### src/rtl/rrsub_pkg.sv
package rrsub_pkg;

   typedef enum logic [0:0] {
      ST_IDLE   = 1'b0,
      ST_SEARCH = 1'b1
   } rrsub_state_e;

   // byte value 0 encodes 2**w
   function automatic int unsigned byte_to_num(int unsigned b, int unsigned w);
      return (b == 0) ? (32'd1 << w) : b;
   endfunction

   function automatic int unsigned num_to_byte(int unsigned n, int unsigned w);
      return (n == (32'd1 << w)) ? 32'd0 : n;
   endfunction

   // inverse by Fermat exponentiation n**(p-2) mod p
   function automatic int unsigned mod_inv_num(int unsigned n, int unsigned p);
      int unsigned r;
      int unsigned b;
      int unsigned e;
      r = 1;
      b = n % p;
      e = p - 2;
      while (e > 0) begin
         if (e[0]) r = (r * b) % p;
         b = (b * b) % p;
         e = e >> 1;
      end
      return r;
   endfunction

   function automatic int unsigned subst_ref(int unsigned b, int unsigned w);
      int unsigned p;
      p = (32'd1 << w) + 1;
      return num_to_byte(mod_inv_num(byte_to_num(b, w), p), w);
   endfunction

   // a slot is filled when it is the smaller member of its pair
   function automatic bit slot_holds(int unsigned b, int unsigned w);
      return (b >= 2) && (subst_ref(b, w) > b);
   endfunction

   function automatic bit resolves_direct(int unsigned b, int unsigned w);
      return (b < 2) || slot_holds(b, w);
   endfunction

   function automatic bit is_inverse_pair(int unsigned a, int unsigned b, int unsigned w);
      int unsigned p;
      p = (32'd1 << w) + 1;
      return ((byte_to_num(a, w) * byte_to_num(b, w)) % p) == 1;
   endfunction

endpackage

### src/rtl/rrsub_slot_table.sv
module rrsub_slot_table #(
   parameter int W = 8
) (
   input  logic [W-1:0] addr_i,
   output logic         direct_o,
   output logic [W-1:0] value_o
);
   localparam int SLOTS = 1 << W;

   logic [SLOTS-1:0] held;
   logic [W-1:0]     held_val [SLOTS];

   generate
      for (genvar s = 0; s < SLOTS; s++) begin : g_slot
         localparam bit          HOLD  = rrsub_pkg::slot_holds(s, W);
         localparam int unsigned VAL_U = rrsub_pkg::subst_ref(s, W);
         assign held[s]     = HOLD;
         assign held_val[s] = HOLD ? VAL_U[W-1:0] : '0;
      end
   endgenerate

   always_comb begin
      if (addr_i[W-1:1] == '0) begin
         direct_o = 1'b1;
         value_o  = addr_i;
      end else begin
         direct_o = held[addr_i];
         value_o  = held_val[addr_i];
      end
   end

endmodule

### src/rtl/rrsub_pair_list.sv
module rrsub_pair_list #(
   parameter int W = 8
) (
   input  logic [W-2:0] idx_i,
   output logic [W-1:0] pos_o,
   output logic [W-1:0] val_o
);
   localparam int LIST_N = (1 << (W - 1)) - 1;
   localparam int IDX_W  = W - 1;
   localparam int DEPTH  = 1 << IDX_W;

   function automatic logic [LIST_N*W-1:0] build_positions();
      logic [LIST_N*W-1:0] acc;
      int k;
      acc = '0;
      k   = 0;
      for (int x = 2; x < (1 << W); x++) begin
         if (rrsub_pkg::slot_holds(x, W) && k < LIST_N) begin
            acc[k*W +: W] = x[W-1:0];
            k++;
         end
      end
      return acc;
   endfunction

   localparam logic [LIST_N*W-1:0] POS_ALL = build_positions();

   logic [W-1:0] pos_arr [DEPTH];
   logic [W-1:0] val_arr [DEPTH];

   generate
      for (genvar e = 0; e < DEPTH; e++) begin : g_entry
         if (e < LIST_N) begin : g_used
            localparam int unsigned POS_U = 32'(POS_ALL[e*W +: W]);
            localparam int unsigned VAL_U = rrsub_pkg::subst_ref(POS_U, W);
            assign pos_arr[e] = POS_U[W-1:0];
            assign val_arr[e] = VAL_U[W-1:0];
         end else begin : g_pad
            assign pos_arr[e] = '0;
            assign val_arr[e] = '0;
         end
      end
   endgenerate

   assign pos_o = pos_arr[idx_i];
   assign val_o = val_arr[idx_i];

endmodule

### src/rtl/rrsub_search_ctrl.sv
module rrsub_search_ctrl #(
   parameter int W = 8
) (
   input  logic         clk,
   input  logic         rst_n,
   input  logic         req_valid_i,
   input  logic [W-1:0] req_data_i,
   output logic         req_ready_o,
   input  logic         direct_i,
   input  logic [W-1:0] direct_val_i,
   output logic [W-2:0] list_idx_o,
   input  logic [W-1:0] list_pos_i,
   input  logic [W-1:0] list_val_i,
   output logic         rsp_valid_o,
   output logic [W-1:0] rsp_data_o
);
   import rrsub_pkg::*;

   localparam int LIST_N = (1 << (W - 1)) - 1;
   localparam int IDX_W  = W - 1;
   localparam int LAST_I = LIST_N - 1;

   rrsub_state_e state_q;
   logic [W-1:0]     key_q;
   logic [IDX_W-1:0] idx_q;
   logic             rsp_v_q;
   logic [W-1:0]     rsp_d_q;
   logic             match;
   logic             at_end;

   assign match  = (list_val_i == key_q);
   assign at_end = (idx_q == LAST_I[IDX_W-1:0]);

   always_ff @(posedge clk or negedge rst_n) begin
      if (!rst_n) begin
         state_q <= ST_IDLE;
         key_q   <= '0;
         idx_q   <= '0;
         rsp_v_q <= 1'b0;
         rsp_d_q <= '0;
      end else begin
         rsp_v_q <= 1'b0;
         case (state_q)
            ST_IDLE: begin
               if (req_valid_i) begin
                  if (direct_i) begin
                     rsp_v_q <= 1'b1;
                     rsp_d_q <= direct_val_i;
                  end else begin
                     key_q   <= req_data_i;
                     idx_q   <= '0;
                     state_q <= ST_SEARCH;
                  end
               end
            end
            ST_SEARCH: begin
               if (match || at_end) begin
                  rsp_v_q <= 1'b1;
                  rsp_d_q <= list_pos_i;
                  state_q <= ST_IDLE;
               end else begin
                  idx_q <= idx_q + 1'b1;
               end
            end
            default: state_q <= ST_IDLE;
         endcase
      end
   end

   assign req_ready_o = (state_q == ST_IDLE);
   assign list_idx_o  = idx_q;
   assign rsp_valid_o = rsp_v_q;
   assign rsp_data_o  = rsp_d_q;

endmodule

### src/rtl/rrsub_unit.sv
module rrsub_unit #(
   parameter int W = 8
) (
   input  logic         clk,
   input  logic         rst_n,
   input  logic         req_valid,
   input  logic [W-1:0] req_data,
   output logic         req_ready,
   output logic         rsp_valid,
   output logic [W-1:0] rsp_data
);
   // only widths with a Fermat prime 2**W+1 and a bounded table
   generate
      if (W != 2 && W != 4 && W != 8) begin : g_bad_width
         $error("rrsub_unit: W must be 2, 4 or 8");
      end
   endgenerate

   logic         direct_hit;
   logic [W-1:0] direct_val;
   logic [W-2:0] list_idx;
   logic [W-1:0] list_pos;
   logic [W-1:0] list_val;

   rrsub_slot_table #(.W(W)) u_table (
      .addr_i   (req_data),
      .direct_o (direct_hit),
      .value_o  (direct_val)
   );

   rrsub_pair_list #(.W(W)) u_list (
      .idx_i (list_idx),
      .pos_o (list_pos),
      .val_o (list_val)
   );

   rrsub_search_ctrl #(.W(W)) u_ctrl (
      .clk          (clk),
      .rst_n        (rst_n),
      .req_valid_i  (req_valid),
      .req_data_i   (req_data),
      .req_ready_o  (req_ready),
      .direct_i     (direct_hit),
      .direct_val_i (direct_val),
      .list_idx_o   (list_idx),
      .list_pos_i   (list_pos),
      .list_val_i   (list_val),
      .rsp_valid_o  (rsp_valid),
      .rsp_data_o   (rsp_data)
   );

endmodule

### config.mk
export PLATFORM = sky130hd
export DESIGN_NAME = rrsub_unit
export DESIGN_NICKNAME = d
export VERILOG_FILES = /design/src/rtl/rrsub_pkg.sv /design/src/rtl/rrsub_slot_table.sv /design/src/rtl/rrsub_pair_list.sv /design/src/rtl/rrsub_search_ctrl.sv /design/src/rtl/rrsub_unit.sv
export SDC_FILE = /design/constraint.sdc
export NUM_CORES = 1
export LEC_CHECK = 0
export BUFFER_PORTS_ARGS = -buffer_cell sky130_fd_sc_hd__buf_4
export CAP_MARGIN = 25
export CORE_AREA = 5 5 199 105
export CTS_CLUSTER_SIZE = 40
export DETAILED_ROUTE_END_ITERATION = 8
export DIE_AREA = 0 0 204 110
export PLACE_DENSITY = 0.62
export SLEW_MARGIN = 20
export SYNTH_ARGS = -nofsm -noshare
export SYNTH_HDL_FRONTEND = slang
export SYNTH_SLANG_ARGS = --single-unit
export TNS_END_PERCENT = 5
### constraint.sdc
create_clock -name clk -period 3.4 [get_ports clk]
set_input_delay 0.51 -clock clk [delete_from_list [all_inputs] [get_ports clk]]
set_output_delay 0.51 -clock clk [all_outputs]
set_load 0.01 [all_outputs]
==> impl_metrics.ini, run 1 <==
[worst_setup_path]
cp-start-kind = register
ff2ff_setup_slack_ns = 0.06
critPathArrivalTime_ns = 3.49
worstReg2RegEnd = u_ctrl.rsp_data_o[4]
critPathCaptureType = register
worst-path-max-fanout = 7
r2r-start = u_ctrl.list_idx_o[0]
max_stage_delay_ns = 0.40
cpMaxStageDelayCell = dfrtp_2
cp_cell_sequence = clkinvlp_4, ha_2, or2_2, buf_4, a21oi_1, o31ai_1, a32oi_1, xnor2_1, nand4_1, nor4_4, o221ai_4, mux2_4
worstPathRequired_ns = 3.55
crit_type = register to register
r2r_cells = 12

[floorplanning]
die_h_um = 110
boundaryPins = 21
coreArea_um2 = 19000
fp-row-count = 36
dieArea_um2 = 22400
start_util_pct = 34.1
die_w_um = 204

[finish]
multi_input_area_um2 = 5450
instances_no_fill = 1298
diodes = 0
layout_common_cells = buf_4 (154), nand2_1 (100), o21ai_0 (86)
regArea_um2 = 632
final_common_cell = buf_4
fin_util_pct = 42.3
n_fill_cell = 1964
nNetsFinal = 1084
area_growth_pct = 24.1
fin_area_um2 = 8020
drive_above_1_share_pct = 23.4

[logic_synthesis]
seq_area_frac_synth_pct = 9.69
synth_compound_area_share_pct = 40.8
synthCells = 967
synthMuxAreaShare_pct = 6.30
synth_seq_cells = 25
syn_avg_cell_area_um2 = 6.68
synth_top_family_by_area = compound AO/OA/AOI/OAI gates
yosys.area_share.adder_pct = 7.75
ys.flop_type = dfrtp_1
syn-cell-area_um2 = 6460
ys_types = 80
synth-edff-count = 0
synth-xor-area-share_pct = 1.36
synth-simple-area-share_pct = 25.0
synthArstFlopShare_pct = 100
ys.warnings.count = 0
syn-num-nets = 1018

[detailed_routing]
dr.pass1.iters = 7
post_drt_wl_per_cell_um = 26.2
route.detailed.drc = 0
drtAntennaViolNets = 0
drtIter0Drc = 1619
vias_per_cell = 6.74
vias = 8743
drt_wl_total_mm = 34.1

[cts]
clock-sinks = 25
cts_tree = built
clock_latency_ns = 0.27
cts_buffers = 3
path_clk_slew_ns = 0.07
htreeDepth = 1
clockRootBuffer = clkbuf_16
cts_buffer_depth = 2

[place]
placed_cell_area_um2 = 7700
place_inst = 1289
port_buffers = 20
gp_congestion = 1.14
hpwl_mm = 26.3

[timing]
period_needed_ns = 3.34
slew_violations = 0
fmax_ghz = 0.299
finalClockSkew_ns = 0.00628
fin_crit_sh_pct = 98.2
holdWs_ns = 0.138
finalSetupViolCount = 0
slew_headroom_pct = 51.4
hold_viol = 0
worstMarginPinSlew_ns = 0.721
rsz0062_at_grt = true

[global_route]
grt_max_degree = 56
grt_remaining_overflow = 0
antenna_found_initial = 0
grt.total_usage_pct = 29.2
grt_pass1_vias = 7755
grt_pass1_wl_mm = 49.9

[min_path]
hold_class = input pin to asynchronous set/reset pin

[pwr]
power_per_cell_area_nw_per_um2 = 136
netSwitchingPower_mw = 0.449
vdd_drop_max_mv = 0.147
cellLeakagePower_nw = 3.21
swShare_pct = 41.3
p_int_mw = 0.639
clockPowerShare_pct = 25.0
seq_power_share_pct = 27.3
pwr-share-comb_pct = 47.7

[run]
maxCapViolCount = 0

[run_status]
status = finished clean
-- synthesized netlist by cell type (4+ instances only) --
library cell    n  area share (%)
o21ai_1         4            0.31
nand4_1         4            0.39
mux2i_1        17             2.6
o311ai_0       14             1.9
o311a_1         6            0.93
nand2_1       100             5.8
mux4_2          5             1.7
nor3_1         27             2.1
and2_1          5            0.48
a311oi_1       15             2.0
buf_6           5            0.87
nand2b_1       33             3.2
o22a_1          4            0.54
nand3_1        34             2.6
buf_2          19             1.5
xnor2_1         7            0.95
buf_1          10            0.58
dfrtp_1        25             9.7
nor2b_1        18             1.7
nor2_1         73             4.2
or2_2           8            0.77
and3_1         10            0.97
clkbuf_1       68             4.0
a211o_1         6            0.81
o31ai_1         8            0.93
a32oi_1         6            0.81
inv_1          28             1.6
mux2_2         11             1.9
o211ai_1       32             3.7
a221oi_1       11             1.5
o221ai_1        9             1.2
o22ai_1         8            0.77
o21ai_0        86             6.7
a211oi_1       25             2.9
ha_1           40             7.7
a21oi_1        83             6.4
a31oi_1        28             2.7
-- what timing repair did --
| item | in CTS | in global routing |
|---|---|---|
| resized for setup | 0 | 43 |
| hold buffers | 0 | 0 |
| buffers inserted | 0 | 6 |
| endpoints found under the setup margin | 0 | 17 |
-- registers in the layout (all words and copies together), names as in the netlist --
name / cells
u_ctrl.state_q: 1
u_ctrl.list_idx_o: 7
u_ctrl.rsp_valid_o: 1
u_ctrl.key_q: 8
u_ctrl.rsp_data_o: 8
-- cells by family after synthesis --
group | count (synthesis)
flops | 25
compound gates | 389
xor+xnor | 10
buf+inv | 137
mux | 33
simple gates | 333
fa+ha+maj | 40
-- per-stage QoR --
stage                     worst slack, ns  TNS [ns]  power (mW)
after floorplan                  0.000321         0       0.582
after CTS                          0.0330         0        1.06
final                              0.0603         0        1.09
after detailed placement          -0.0201   -0.0201       0.787
after global placement             -0.112    -0.112       0.793
after global routing              -0.0457    -0.175        1.13
-- per-layer routing --
layer	share of wire, %	track usage (%)	wire [µm]	vias to the layer above
li1	-	-	-	3792
met1	46	45.1	15500	4125
met2	32	32.6	11000	766
met3	21	19.8	7130	56
met4	0.88	1.43	301	4
met5	0.41	0	141	-
-- worst max-delay path: cells and delay by family (launching register included) --
kind            cells  cell delay, ns
compound gates      4            0.81
simple gates        3            0.80
flops               1            0.40
buf+inv             2            0.37
mux                 1            0.35
fa+ha+maj           1            0.29
xor+xnor            1            0.19
-- power by group through the flow --
stage | combinational [mW] | sequential, mW | clock [mW]
after global placement | 0.490 | 0.303 | 0
after global routing | 0.544 | 0.297 | 0.293
after detailed placement | 0.484 | 0.303 | 0
after CTS | 0.485 | 0.297 | 0.278
final | 0.519 | 0.297 | 0.273
after floorplan | 0.279 | 0.303 | 0
-- layout make-up --
type,instances,area share (%)
Multi-Input combinational cell,805,68.0
Clock buffer,3,0.936
Timing Repair Buffer,167,17.4
Sequential cell,25,7.88
Inverter,31,1.50
Clock inverter,1,0.0624
Tap cell,266,4.15
-- how the worst max path moves through the flow --
stage | startpoint | end | slack [ns]
global route | u_ctrl.list_idx_o[0] | u_ctrl.rsp_data_o[4] | -0.05
detailed placement | req_data[0] | u_ctrl.rsp_data_o[1] | -0.02
finish | u_ctrl.list_idx_o[0] | u_ctrl.rsp_data_o[4] | 0.06
CTS | u_ctrl.list_idx_o[1] | u_ctrl.list_idx_o[1] | 0.03
floorplan | u_ctrl.list_idx_o[0] | u_ctrl.rsp_data_o[1] | 0.0003
global placement | req_data[0] | u_ctrl.rsp_data_o[1] | -0.11
Power figures use the tool's default switching activity.
==> run 2, diff against run 1 <==
PLACE_DENSITY = 0.6   (was 0.62)
clock period = 3.74 ns   (was 3.4 ns; I/O delays follow)
==> impl_metrics.ini, run 2 (synthesized netlist as in run 1, its figures left out) <==
[pwr]
seq_power_share_pct = 28.1
power_per_cell_area_nw_per_um2 = 133
p_int_mw = 0.561
cellLeakagePower_nw = 2.89
swShare_pct = 41.7
pwr-share-comb_pct = 46.5
clockPowerShare_pct = 25.4
vdd_drop_max_mv = 0.162
netSwitchingPower_mw = 0.402

[cts]
htreeDepth = 1
cts_buffer_depth = 2
clock_latency_ns = 0.26
clock-sinks = 25
path_clk_slew_ns = 0.07
clockRootBuffer = clkbuf_16
cts_tree = built
cts_buffers = 3

[finish]
layout_common_cells = nand2_1 (100), buf_4 (100), o21ai_0 (86)
nNetsFinal = 1022
instances_no_fill = 1236
diodes = 0
fin_util_pct = 38.3
area_growth_pct = 12.4
drive_above_1_share_pct = 15.4

[floorplanning]
fp-row-count = 36
start_util_pct = 34.1
die_h_um = 110
boundaryPins = 21
die_w_um = 204
dieArea_um2 = 22400
coreArea_um2 = 19000

[worst_setup_path]
cp-start-kind = register
critPathArrivalTime_ns = 3.79
worst-path-max-fanout = 10
critPathCaptureType = register
crit_type = register to register
worstPathRequired_ns = 3.89

[timing]
slew_headroom_pct = 50.6
finalClockSkew_ns = 0.00277
finalSetupViolCount = 0
tns_ns = 0
fin_crit_sh_pct = 97.3
slew_violations = 0
hold_viol = 0
period_needed_ns = 3.64
worstMarginPinSlew_ns = 0.734
rsz0062_at_grt = false
fmax_ghz = 0.275

[global_route]
grt_max_degree = 63
grt_pass1_wl_mm = 49.2
grt_remaining_overflow = 0
grt_pass1_vias = 7335
antenna_found_initial = 0
grt.total_usage_pct = 28.9

[place]
gp_congestion = 1.10
hpwl_mm = 26.1
place_inst = 1232
port_buffers = 20

[detailed_routing]
post_drt_wl_per_cell_um = 27.3
drtAntennaViolNets = 0
drtIter0Drc = 1575
drt_wl_total_mm = 33.7
vias_per_cell = 6.75
vias = 8344
dr.pass1.iters = 9
route.detailed.drc = 0

[min_path]
hold_class = input pin to asynchronous set/reset pin

[run_status]
status = finished clean

[run]
maxCapViolCount = 0
run 2: routing by layer:
metal / vias up / track usage [%] / part of all wire (%)
met5: - / 0 / 0
met4: 0 / 1.62 / 0.71
met3: 32 / 19.4 / 21
met2: 696 / 31.2 / 32
met1: 3963 / 45.5 / 47
li1: 3653 / - / -
run 2: worst max-delay path, cell delays in order (launching register included):
cell and delay, ns:
dfrtp_1 0.34, inv_1 0.10, ha_1 0.45, buf_4 0.24
nand2_2 0.20, o221ai_1 0.37, o22ai_1 0.13, o21ai_1 0.19
o31ai_2 0.11, xnor2_1 0.43, nor4_4 0.12, buf_4 0.20
or2_2 0.36, a32o_1 0.27
run 2: power groups by stage:
| stage | registers (mW) | clock network (mW) | logic [mW] |
|---|---|---|---|
| final | 0.270 | 0.245 | 0.448 |
| after global routing | 0.270 | 0.263 | 0.464 |
| after CTS | 0.270 | 0.249 | 0.418 |
| after detailed placement | 0.275 | 0 | 0.417 |
| after global placement | 0.275 | 0 | 0.426 |
| after floorplan | 0.276 | 0 | 0.254 |
run 2: worst paths after layout:
path                                      startpoint                    to  slack, ns  depth (start not counted)
worst max-delay path            u_ctrl.list_idx_o[1]  u_ctrl.list_idx_o[4]       0.10                         13
max in group asynchronous                      rst_n  u_ctrl.list_idx_o[2]       3.26                          1
worst max register to register  u_ctrl.list_idx_o[1]  u_ctrl.list_idx_o[4]       0.10                         13
worst min-delay path                           rst_n       u_ctrl.key_q[4]       0.19                          1
min in group clk                     u_ctrl.key_q[6]       u_ctrl.key_q[6]       0.51                          2
worst min register to register       u_ctrl.key_q[6]       u_ctrl.key_q[6]       0.51                          2
run 2: final cells by class:
type,instances,area (µm²)
Fill cell,2087,11700
Multi-Input combinational cell,805,5250
Timing Repair Buffer,105,851
Sequential cell,25,629
Tap cell,266,333
Inverter,31,116
Clock buffer,3,75.1
Clock inverter,1,5.00
run 2: through the flow:
stage | cell area [µm²] | power (mW) | hold slack, ns | setup WS [ns]
after floorplan | 6460 | 0.529 | 0.265 | 0.225
after global placement | 7170 | 0.702 | 0.485 | 0.262
after detailed placement | 7170 | 0.692 | 0.487 | 0.285
after CTS | 7250 | 0.938 | 0.206 | 0.261
after global routing | 7260 | 0.998 | 0.217 | 0.0336
final | 7260 | 0.963 | 0.192 | 0.102
run 2: repair_timing:
action | in CTS | in global routing
setup buffers | 0 | 0
setup endpoints to repair | 0 | 1
hold buffers | 0 | 0
resized for setup | 0 | 1
==> run 3, diff against run 2 <==
HOLD_SLACK_MARGIN = 0.02   (was not set)
clock period = 3.9 ns   (was 3.74 ns; I/O delays follow)
==> impl_metrics.ini, run 3 (synthesized netlist as in run 1, its figures left out) <==
[worst_setup_path]
worstPathRequired_ns = 4.05
cp-start-kind = register
critPathCaptureType = register
worst-path-max-fanout = 13
crit_type = register to register
critPathArrivalTime_ns = 3.87

[pwr]
vdd_drop_max_mv = 0.119
cellLeakagePower_nw = 2.85
power_per_cell_area_nw_per_um2 = 130

[finish]
regArea_um2 = 632
area_growth_pct = 11.4
nNetsFinal = 1017
final_common_cell = nand2_1
drive_above_1_share_pct = 14.7
layout_common_cells = nand2_1 (100), buf_4 (97), o21ai_0 (86)
multi_input_area_um2 = 5250
n_fill_cell = 2050

[global_route]
grt_pass1_vias = 7336
antenna_found_initial = 0
grt_remaining_overflow = 0
grt_max_degree = 75
grt_pass1_wl_mm = 50.4
grt.total_usage_pct = 29.8

[detailed_routing]
post_drt_wl_per_cell_um = 28.4
dr.max_layer_used = met4
vias_per_cell = 6.93
route.detailed.drc = 0
vias = 8542
dr_wl_met3_mm = 7.66
drtIter0Drc = 1780
drtAntennaViolNets = 0
drt_wl_total_mm = 34.9
met1_length_mm = 15.9
dr.pass1.iters = 6
wl_met2_mm = 10.9

[timing]
fmax_ghz = 0.269
fin_ws_ns = 0.188
rsz0062_at_grt = false
slew_headroom_pct = 44.7
finalSetupViolCount = 0
tns_ns = 0
fin_crit_sh_pct = 95.2
period_needed_ns = 3.71
holdWs_ns = 0.215
slew_violations = 0
finalClockSkew_ns = 0.00366
hold_viol = 0
worstMarginPinSlew_ns = 0.823

[floorplanning]
start_util_pct = 34.1
die_w_um = 204
dieArea_um2 = 22400
boundaryPins = 21
die_h_um = 110
coreArea_um2 = 19000
fp-row-count = 36

[cts]
path_clk_slew_ns = 0.07
clock-sinks = 25
clockRootBuffer = clkbuf_16
cts_setup_buffers = 0
cts_buffers = 3
htreeDepth = 1
holdBufCountCts = 0
clock_latency_ns = 0.26
cts_tree = built
cts_buffer_depth = 2

[run]
maxCapViolCount = 0

[run_status]
status = finished clean

[place]
dp_slack_ns = 0.280
gp_congestion = 1.16
hpwl_mm = 26.5
port_buffers = 20

[min_path]
hold_class = input pin to asynchronous set/reset pin
[run 3: cell types whose count changed in the layout (fill, tap and decap cells not counted)]
cell / before / now
buf_12: 5 / 3
buf_4: 100 / 97
clkbuf_1: 0 / 1
clkinv_2: 1 / 0
dfrtp_2: 3 / 2
dfrtp_4: 0 / 1
diode_2: 0 / 1
ha_1: 39 / 40
ha_2: 1 / 0
[run 3: final timing paths]
kind / start / end / slack, ns / cells past startpoint
worst min-delay path: rst_n / u_ctrl.key_q[4] / 0.22 / 1
max in group asynchronous: rst_n / u_ctrl.list_idx_o[4] / 3.38 / 1
worst max-delay path: u_ctrl.list_idx_o[0] / u_ctrl.list_idx_o[4] / 0.19 / 13
worst min register to register: u_ctrl.key_q[3] / u_ctrl.key_q[3] / 0.52 / 2
min in group clk: u_ctrl.key_q[3] / u_ctrl.key_q[3] / 0.52 / 2
worst max register to register: u_ctrl.list_idx_o[0] / u_ctrl.list_idx_o[4] / 0.19 / 13
[run 3: power breakdown]
group | total [mW] | internal [mW] | leakage, nW | switching (mW)
clock network | 0.236 | 0.140 | 0.0382 | 0.0958
registers | 0.259 | 0.259 | 0.313 | 0
logic | 0.441 | 0.138 | 2.50 | 0.303
[run 3: area by class of cell]
| type | instances | area share [%] |
|---|---|---|
| Sequential cell | 25 | 8.78 |
| Antenna cell | 1 | 0.0348 |
| Timing Repair Buffer | 100 | 11.0 |
| Multi-Input combinational cell | 805 | 72.9 |
| Inverter | 31 | 1.62 |
| Clock buffer | 4 | 1.10 |
| Tap cell | 266 | 4.63 |
[run 3: per-layer routing]
metal	vias up	track usage [%]
met4	0	1.86
li1	3647	-
met1	4010	46.4
met5	-	0
met2	818	31.5
met3	67	21.5
[run 3: critical path, stage by stage, from the launching register on]
cell	delay, ns
dfrtp_1	0.37
buf_4	0.20
ha_1	0.24
buf_4	0.19
nand2_1	0.32
nand2_1	0.25
o211ai_1	0.38
o21ai_1	0.17
o31ai_2	0.25
xnor2_1	0.28
nor4_4	0.12
buf_4	0.20
or2_2	0.35
a32o_1	0.27
[run 3: through the flow]
step           power (mW)  cell area [µm²]  cells  utilization [%]
2_1_floorplan       0.508             6460    967                -
6_report            0.936             7200   1232             37.9
5_1_grt             0.961             7190   1231             37.9
4_1_cts             0.906             7190   1231             37.9
3_5_place_dp        0.670             7110   1227             37.5
3_3_place_gp        0.682             7110   1227             37.5
[run 3: what timing repair did]
action                     in CTS  in global routing
gates resized for setup         0                  1
setup endpoints to repair       0                  3
hold endpoints to repair        0                  0
